## src/rtl/sfcf_pkg.sv

```systemverilog
// Package: shared types for the scalar float compare flag unit.
// Assumes single-precision style operands; the widths themselves are module parameters.
package sfcf_pkg;

    // Four possible outcomes of an ordered/unordered compare.
    typedef enum logic [1:0] {
        CMP_GT = 2'd0,
        CMP_LT = 2'd1,
        CMP_EQ = 2'd2,
        CMP_UN = 2'd3
    } cmp_res_t;

    // Classification of one operand.
    typedef struct packed {
        logic sign;
        logic is_nan;
        logic is_snan;
        logic is_zero;
        logic is_denorm;
    } op_class_t;

    // Map a compare outcome to {zero, parity, carry}.
    function automatic logic [2:0] outcome_to_zpc(cmp_res_t r);
        case (r)
            CMP_GT:  return 3'b000;
            CMP_LT:  return 3'b001;
            CMP_EQ:  return 3'b100;
            default: return 3'b111;
        endcase
    endfunction

endpackage

```

## src/rtl/sfcf_classify.sv

```systemverilog
// Module: sfcf_classify
// Classifies one floating-point operand as NaN (quiet/signaling), zero or denormal.
// Assumes the top fraction bit distinguishes quiet (1) from signaling (0) NaNs.
module sfcf_classify
    import sfcf_pkg::*;
#(
    parameter int EXP_W  = 8,
    parameter int FRAC_W = 23
) (
    input  logic [EXP_W+FRAC_W:0] operand,
    output op_class_t             cls
);
    localparam int DATA_W = EXP_W + FRAC_W + 1;

    logic [EXP_W-1:0]  exp_f;
    logic [FRAC_W-1:0] frac_f;
    logic              exp_ones;
    logic              exp_zero;
    logic              frac_nz;

    // Split the operand into its fields and decode the class bits.
    always_comb begin
        exp_f    = operand[DATA_W-2 -: EXP_W];
        frac_f   = operand[FRAC_W-1:0];
        exp_ones = &exp_f;
        exp_zero = ~|exp_f;
        frac_nz  = |frac_f;
        cls.sign      = operand[DATA_W-1];
        cls.is_nan    = exp_ones & frac_nz;
        cls.is_snan   = exp_ones & frac_nz & ~frac_f[FRAC_W-1];
        cls.is_zero   = exp_zero & ~frac_nz;
        cls.is_denorm = exp_zero & frac_nz;
    end

    // A zero, a denormal and a NaN are mutually exclusive classes (supports R1, R7).
    always_comb begin
        a_r7_class_exclusive: assert ($countones({cls.is_nan, cls.is_zero, cls.is_denorm}) <= 1)
            else $error("operand classes overlap");
    end

endmodule

```

## src/rtl/sfcf_order.sv

```systemverilog
// Module: sfcf_order
// Orders two classified operands with sign-magnitude rules and reports the outcome.
// Assumes both class inputs come from sfcf_classify on the same operands.
module sfcf_order
    import sfcf_pkg::*;
#(
    parameter int EXP_W  = 8,
    parameter int FRAC_W = 23
) (
    input  logic [EXP_W+FRAC_W:0] op_a,
    input  logic [EXP_W+FRAC_W:0] op_b,
    input  op_class_t             cls_a,
    input  op_class_t             cls_b,
    output cmp_res_t              result
);
    localparam int MAG_W = EXP_W + FRAC_W;

    logic [MAG_W-1:0] mag_a;
    logic [MAG_W-1:0] mag_b;
    logic             mag_gt;
    logic             mag_eq;

    // Magnitude comparison on exponent and fraction taken as one unsigned field.
    always_comb begin
        mag_a  = op_a[MAG_W-1:0];
        mag_b  = op_b[MAG_W-1:0];
        mag_gt = mag_a > mag_b;
        mag_eq = mag_a == mag_b;
    end

    // Select the outcome: NaN first, then both zeros, then sign, then magnitude.
    always_comb begin
        if (cls_a.is_nan || cls_b.is_nan) begin
            result = CMP_UN;
        end else if (cls_a.is_zero && cls_b.is_zero) begin
            result = CMP_EQ;
        end else if (cls_a.sign != cls_b.sign) begin
            result = cls_a.sign ? CMP_LT : CMP_GT;
        end else if (mag_eq) begin
            result = CMP_EQ;
        end else if (cls_a.sign) begin
            result = mag_gt ? CMP_LT : CMP_GT;
        end else begin
            result = mag_gt ? CMP_GT : CMP_LT;
        end
    end

    // A pair of zeros of any sign must not be reported as ordered.
    always_comb begin
        if (cls_a.is_zero && cls_b.is_zero) begin
            a_r10_zero_pair_equal: assert (result == CMP_EQ)
                else $error("signed zeros not equal");
        end
    end

endmodule

```

## src/rtl/scalar_fcmp_flags.sv

```systemverilog
// Module: scalar_fcmp_flags (top)
// Compares two single-precision operands and registers condition flags and
// exception status one cycle after in_valid. Suppresses the flag write on an
// unmasked exception. Assumes inputs are stable around the sampling edge.
module scalar_fcmp_flags
    import sfcf_pkg::*;
#(
    parameter int EXP_W  = 8,
    parameter int FRAC_W = 23
) (
    input  logic        clk,
    input  logic        rst_n,
    input  logic        in_valid,
    input  logic [31:0] op_a,
    input  logic [31:0] op_b,
    input  logic        mask_invalid,
    input  logic        mask_denorm,
    output logic        out_valid,
    output logic        flag_zero,
    output logic        flag_parity,
    output logic        flag_carry,
    output logic        flag_overflow,
    output logic        flag_sign,
    output logic        flag_aux,
    output logic        flag_we,
    output logic        stat_invalid,
    output logic        stat_denorm
);
    localparam int DATA_W = EXP_W + FRAC_W + 1;
    localparam int N_OPS  = 2;

    logic [DATA_W-1:0] ops [N_OPS];
    op_class_t         cls [N_OPS];
    cmp_res_t          outcome;
    logic              any_snan;
    logic              any_denorm;
    logic              trap;
    logic [2:0]        zpc_q;
    logic              vld_q;
    logic              we_q;
    logic              inv_q;
    logic              den_q;

    // Gather the operands so the classifiers can be generated.
    always_comb begin
        ops[0] = op_a[DATA_W-1:0];
        ops[1] = op_b[DATA_W-1:0];
    end

    genvar gi;
    generate
        for (gi = 0; gi < N_OPS; gi++) begin : g_cls
            sfcf_classify #(.EXP_W(EXP_W), .FRAC_W(FRAC_W)) cls_i (
                .operand (ops[gi]),
                .cls     (cls[gi])
            );
        end
    endgenerate

    sfcf_order #(.EXP_W(EXP_W), .FRAC_W(FRAC_W)) order_i (
        .op_a   (ops[0]),
        .op_b   (ops[1]),
        .cls_a  (cls[0]),
        .cls_b  (cls[1]),
        .result (outcome)
    );

    // Combine exception conditions and decide whether the write is blocked.
    always_comb begin
        any_snan   = cls[0].is_snan | cls[1].is_snan;
        any_denorm = cls[0].is_denorm | cls[1].is_denorm;
        trap       = (any_snan & ~mask_invalid) | (any_denorm & ~mask_denorm);
    end

    // Register the valid, write-enable and status bits for one cycle.
    always_ff @(posedge clk) begin
        if (!rst_n) begin
            vld_q <= 1'b0;
            we_q  <= 1'b0;
            inv_q <= 1'b0;
            den_q <= 1'b0;
        end else begin
            vld_q <= in_valid;
            we_q  <= in_valid & ~trap;
            inv_q <= in_valid & any_snan;
            den_q <= in_valid & any_denorm;
        end
    end

    // Hold the flags unless a compare completes without an unmasked exception.
    always_ff @(posedge clk) begin
        if (!rst_n) begin
            zpc_q <= 3'b000;
        end else if (in_valid && !trap) begin
            zpc_q <= outcome_to_zpc(outcome);
        end
    end

    // Drive the outputs from the registers; the remaining flags are always clear.
    always_comb begin
        out_valid     = vld_q;
        flag_we       = we_q;
        stat_invalid  = inv_q;
        stat_denorm   = den_q;
        flag_zero     = zpc_q[2];
        flag_parity   = zpc_q[1];
        flag_carry    = zpc_q[0];
        flag_overflow = 1'b0;
        flag_sign     = 1'b0;
        flag_aux      = 1'b0;
    end

    // a result follows every strobe one cycle later, and only then.
    a_r9_latency: assert property (@(posedge clk) disable iff (!rst_n)
        in_valid |=> out_valid);
    a_r9_no_spurious: assert property (@(posedge clk) disable iff (!rst_n)
        !in_valid |=> !out_valid);
    a_r9_status_gated: assert property (@(posedge clk) disable iff (!rst_n)
        (stat_invalid || stat_denorm || flag_we) |-> out_valid);

    // an unmasked invalid exception blocks the write and keeps the flags.
    a_r8_we_blocked: assert property (@(posedge clk) disable iff (!rst_n)
        (in_valid && any_snan && !mask_invalid) |=> !flag_we);
    a_r8_flags_hold: assert property (@(posedge clk) disable iff (!rst_n)
        (out_valid && !flag_we) |-> $stable({flag_zero, flag_parity, flag_carry}));

    // a written result caused by a signaling NaN is always unordered.
    a_r1_snan_unordered: assert property (@(posedge clk) disable iff (!rst_n)
        (flag_we && stat_invalid) |-> (flag_zero && flag_parity && flag_carry));

endmodule

```

## config.mk

```make
export PLATFORM = sky130hd
export DESIGN_NAME = scalar_fcmp_flags
export DESIGN_NICKNAME = d
export VERILOG_FILES = /design/src/rtl/sfcf_pkg.sv /design/src/rtl/sfcf_classify.sv /design/src/rtl/sfcf_order.sv /design/src/rtl/scalar_fcmp_flags.sv
export SDC_FILE = /design/constraint.sdc
export NUM_CORES = 1
export LEC_CHECK = 0
export CAP_MARGIN = 5
export CORE_MARGIN = 2
export CORE_UTILIZATION = 60
export CTS_CLUSTER_DIAMETER = 50
export DETAILED_ROUTE_END_ITERATION = 10
export DONT_BUFFER_PORTS = 1
export PLACE_DENSITY = 0.76
export SETUP_SLACK_MARGIN = 0.4
export SLEW_MARGIN = 5
export SYNTH_ARGS = -nofsm -noshare
export SYNTH_HDL_FRONTEND = slang
export SYNTH_SLANG_ARGS = --single-unit
export TNS_END_PERCENT = 20
```

## constraint.sdc

```tcl
create_clock -name clk -period 2.4 [get_ports clk]
set_clock_uncertainty 0.2 [all_clocks]
set_input_delay 0.12 -clock clk [delete_from_list [all_inputs] [get_ports clk]]
set_output_delay 0.12 -clock clk [all_outputs]
set_load 0.01 [all_outputs]
```

After elaboration in Yosys (flattened, before gate mapping)
Index checks and enable logic that the tools add are counted.
W data, S select, Z words.
- order comparisons: 1
- multiplexer cells: 9
- equality and inequality tests: 4
- bitwise operators: 23
- reductions and logical operators: 13
- operators by type and width (kind ; number):
    $reduce_or A23 Y1 ; 2
    $eq A31 B31 Y1 ; 1
    $gt A31 B31 Y1 ; 1
    $reduce_and A8 Y1 ; 2
    $reduce_or A8 Y1 ; 2
    $and A1 B1 Y1 ; 13
    $mux W2 ; 5
    $pmux W3 S3 ; 1
    $not A1 Y1 ; 7
    $logic_not A1 Y1 ; 3
    $mux W1 ; 3
    $or A1 B1 Y1 ; 3
    $eq A2 B1 Y1 const B ; 1
    $eq A2 B2 Y1 const B ; 1
    $logic_and A1 B1 Y1 ; 2
    $logic_not A2 Y1 ; 1
    $logic_or A1 B1 Y1 ; 1
    $ne A1 B1 Y1 ; 1
- input port bits: 69
- word-level logic and storage cells: 55
- output and inout bits: 10
- flip-flop bits (word level): 7

Logic depth before layout (Yosys ltp)
- depth in word-level cells: 9
- gate-level depth with buffers: 9
- mapped depth without buffers: 9

Modules after synthesis
From an unflattened synthesis, not the netlist that was laid out.
- cell total of the unflattened synthesis: 185
- area total of the unflattened synthesis: 1351.3 sq um
- modules (own cells, without submodules) (module ; cells an instance ; sequential area each (sq um) ; area each (sq um) ; times used):
    sfcf_order ; 120 ; 0.0 ; 835.8 ; 1
    scalar_fcmp_flags ; 29 ; 140.1 ; 275.3 ; 1
    sfcf_classify ; 18 ; 0.0 ; 120.1 ; 2

Worst setup path after synthesis
No wires, ideal clock.
- path type: input -> register
- from: input op_b[4]
- to: register zpc_q[0]
- data required time: 2082 ps
- library setup time: 118 ps
- path slack: 539 ps
- stages on the path: 9
- path buffers: 0
- arrival time: 1543 ps
- path through: inv_1 > ha_1 > a211oi_1 > nor2_1 > o311a_1 > o31ai_1 > o211ai_1 > mux2i_1 > o21ai_2
- word-level cells in the longest chain between the ends: 9
- elaborated cells between the ends (all ways): 28
- those cells by class: order compare: 1; eq/ne: 3; mux: 8; bitwise: 10; reduce/logical: 6
- RTL lines (what ; line ; source):
    start, declared ; scalar_fcmp_flags.sv:15 ; input logic [31:0] op_b,
    $gt A31 B31 Y1 ; sfcf_order.sv:27 ; mag_gt = mag_a > mag_b;
    $mux W1, on equally long branches ; sfcf_order.sv:44, sfcf_order.sv:42 ;
    $mux W2 ; sfcf_order.sv:41 ; end else if (cls_a.sign) begin
    $mux W2 ; sfcf_order.sv:39 ; end else if (mag_eq) begin
    $mux W2 ; sfcf_order.sv:37 ; end else if (cls_a.sign != cls_b.sign) begin
    $mux W2 ; sfcf_order.sv:35 ; end else if (cls_a.is_zero && cls_b.is_zero) begin
    $mux W2 ; sfcf_order.sv:33 ; if (cls_a.is_nan || cls_b.is_nan) begin
    $eq A2 B2 Y1, or another cell as far along ; sfcf_pkg.sv:24 ; case (r)
    $pmux W3 S3 ; sfcf_pkg.sv:24 ;
    end signal, assigned ; scalar_fcmp_flags.sv:95 ; zpc_q <= outcome_to_zpc(outcome);
    end, declared ; scalar_fcmp_flags.sv:38 ; logic [2:0] zpc_q;
Several ways; a longest one is shown, not always the timed one.
A chain may end at the register's enable or synchronous reset.

Worst setup path after layout
- from: input op_b[10]
- to: register zpc_q[2]
The elaborated chain is that of the path after synthesis.

==> results.cfg <==
[routing]
dr.first_iter.drc_count = 18
wire_per_inst_um = 15.6
drc = 0
via_per_inst = 6.08
wl_um = 3360
dr.pass1.iters = 4
ant_nets = 0
route.vias.total = 1313

[clock_tree]
cts_tree = built
post_cts_buffers = 0
clkTransAtPathRegs_ns = 0.05
cts_made_buffers = 3
cts-resized-gates = 0
postCtsHoldBufs = 5
ctsHtreeMaxLevel = 1
clk-insertion-delay-late_ns = 0.25
cts-root-buf = clkbuf_4
cts.sinks = 7
cts_buffer_depth = 2

[placed_design]
place_area_um2 = 1350
dp_slack_ns = 0.307
place_hpwl_um = 2970
gp_congestion = 0.844
io_buffers = 0

[floorplanning]
core_area_um2 = 2150
start_util_pct = 61.9
fp.dieW_um = 51.1
ioPinCount = 79
rows = 17
fp.dieH_um = 51.1
dieArea_um2 = 2610

[power_and_ir_drop]
powerDensity_nw_per_um2 = 268
leakage_nw = 0.703
peakVddDrop_mv = 0.284
clkPwrFrac_pct = 27.3
p_seq_share_pct = 33.2
p_comb_share_pct = 39.5
p_sw_uw = 127
p_int_uw = 255
power_switching_share_pct = 33.2

[synth]
yosysWarnings = 0
synth_simple_gate_area_share_pct = 28.0
synth_area_um2 = 1330
post-synth-top-area-cell = ha_1
synthAdderAreaFrac_pct = 29.2
synth.yosys.seq_area_share_pct = 10.5
synth_area_leaders = ha_1, dfxtp_1, inv_1
synth_cell_types = 37
ys.flop_type = dfxtp_1
synth_top_cell_area_share_pct = 29.2
avgSynthCellArea_um2 = 7.38
synthMuxAreaShare_pct = 1.88
synth_cells = 180
post-synth-top-count-cell = inv_1
async_flop_share_pct = 0
synth-compound-area-share_pct = 18.3
ys_ff_latch = 7
synth_xor_area_share_pct = 0
synth_common_cells = inv_1, ha_1, nand2_1
synth_top_family_by_area = adder cells
synth_edf_count = 0

[sta]
rsz0062_at_grt = no
final_max_slew_viol_count = 0
whs_ns = 0.0172
final_hold_viol_count = 0
fmax_ghz = 0.548
period_needed_ns = 1.83
tns_ns = 0
setup_viol = 0
finalWorstSetupSlack_ns = 0.574
period_share_pct = 76.1

[cells_and_area]
nets = 289
fin_util_pct = 66.3
fin_area_um2 = 1430
drive_gt1_share_pct = 7.98
diodes = 0
area_growth_syn_to_layout_pct = 7.25

[grt]
gr-usage-all-layers_pct = 27.5
gr-total-overflow = 0
antenna_found_initial = 0
grt_pass1_vias = 1331
grt_pass1_wl_um = 5510
grt_start_max_net_pins = 8

[min_path]
hold_class = in2reg
whs_path_depth = 3

[critical_path]
critPathLaunchType = primary input
arrival_ns = 1.77
critPathSlowestCell = a221oi_4
max_stage_delay_ns = 0.44
crit_path_cell_trace = nor4_1, nand4_1, nor2_2, o32ai_2, a221oi_4, o2111ai_1, o211a_1
path_max_fanout = 7
ff2ff_path_depth = 3
path_class = in2reg
end_kind = flip-flop
crit_required_ns = 2.34

[run_status]
status = completed

[job]
cap_violations = 0
## critical path: cells and delay by family
| kind | cells | cell delay [ns] |
|---|---|---|
| AO/OA/AOI/OAI | 4 | 0.93 |
| AND/OR/NAND/NOR | 3 | 0.71 |
## state kept, by name, indices dropped and copies added, names as in the netlist
register	cells
zpc_q	3
flag_we	1
out_valid	1
stat_denorm	1
stat_invalid	1
## cells by family after synthesis
family	count (synthesis)
simple gates	67
buf+inv	39
compound gates	33
fa+ha+maj	31
flops	7
mux	2
other cells	1
## layout make-up
cell class / instances / area, um2
clock buffers: 4 / 26.3
fillers: 208 / 723
inverters: 36 / 135
multi-input cells: 136 / 1040
flip-flops and latches: 7 / 140
well taps: 28 / 35.0
repair buffers: 5 / 50.0
## routing by layer
metal / vias to the layer above / part of all wire [%] / routed length, um / GRT usage [%]
met1: 578 / 43 / 1440 / 33.0
met2: 66 / 47 / 1570 / 48.1
met4: 0 / 0.71 / 24 / 7.66
li1: 664 / - / - / -
met5: - / 0 / 0 / 0
met3: 5 / 9.7 / 326 / 6.73
## path summary, 6_finish.rpt
check	startpoint	to	slack, ns
max	op_b[10]	zpc_q[2]	0.57
min	rst_n	zpc_q[0]	0.02
max reg2reg	zpc_q[0]	zpc_q[0]	1.37
min reg2reg	zpc_q[1]	zpc_q[1]	0.35
## power by group through the flow
stage | sequential (mW) | clock, mW | combinational (mW)
5_1_grt | 0.127 | 0.114 | 0.176
3_5_place_dp | 0.129 | 0 | 0.141
2_1_floorplan | 0.128 | 0 | 0.117
3_3_place_gp | 0.129 | 0 | 0.132
6_report | 0.126 | 0.104 | 0.151
4_1_cts | 0.127 | 0.107 | 0.150
## through the flow
stage,std cells,power [mW]
detailed placement,207,0.269
global placement,207,0.261
global route,216,0.417
finish,216,0.381
floorplan,182,0.245
CTS,216,0.384
## layout by cell type, fill, tap and decap left out, types with 2 or more instances in the layout
cell / instances
a21oi_1: 13
nor3_1: 3
a211oi_1: 3
and2_2: 2
nand4_1: 12
nand3_1: 3
nor4_1: 14
inv_1: 36
o21ai_0: 5
conb_1: 3
dlygate4sd3_1: 5
ha_1: 31
clkbuf_4: 3
dfxtp_1: 7
nand2_1: 15
nor2_1: 10
Note: power is estimated with default switching activity, not from simulation.
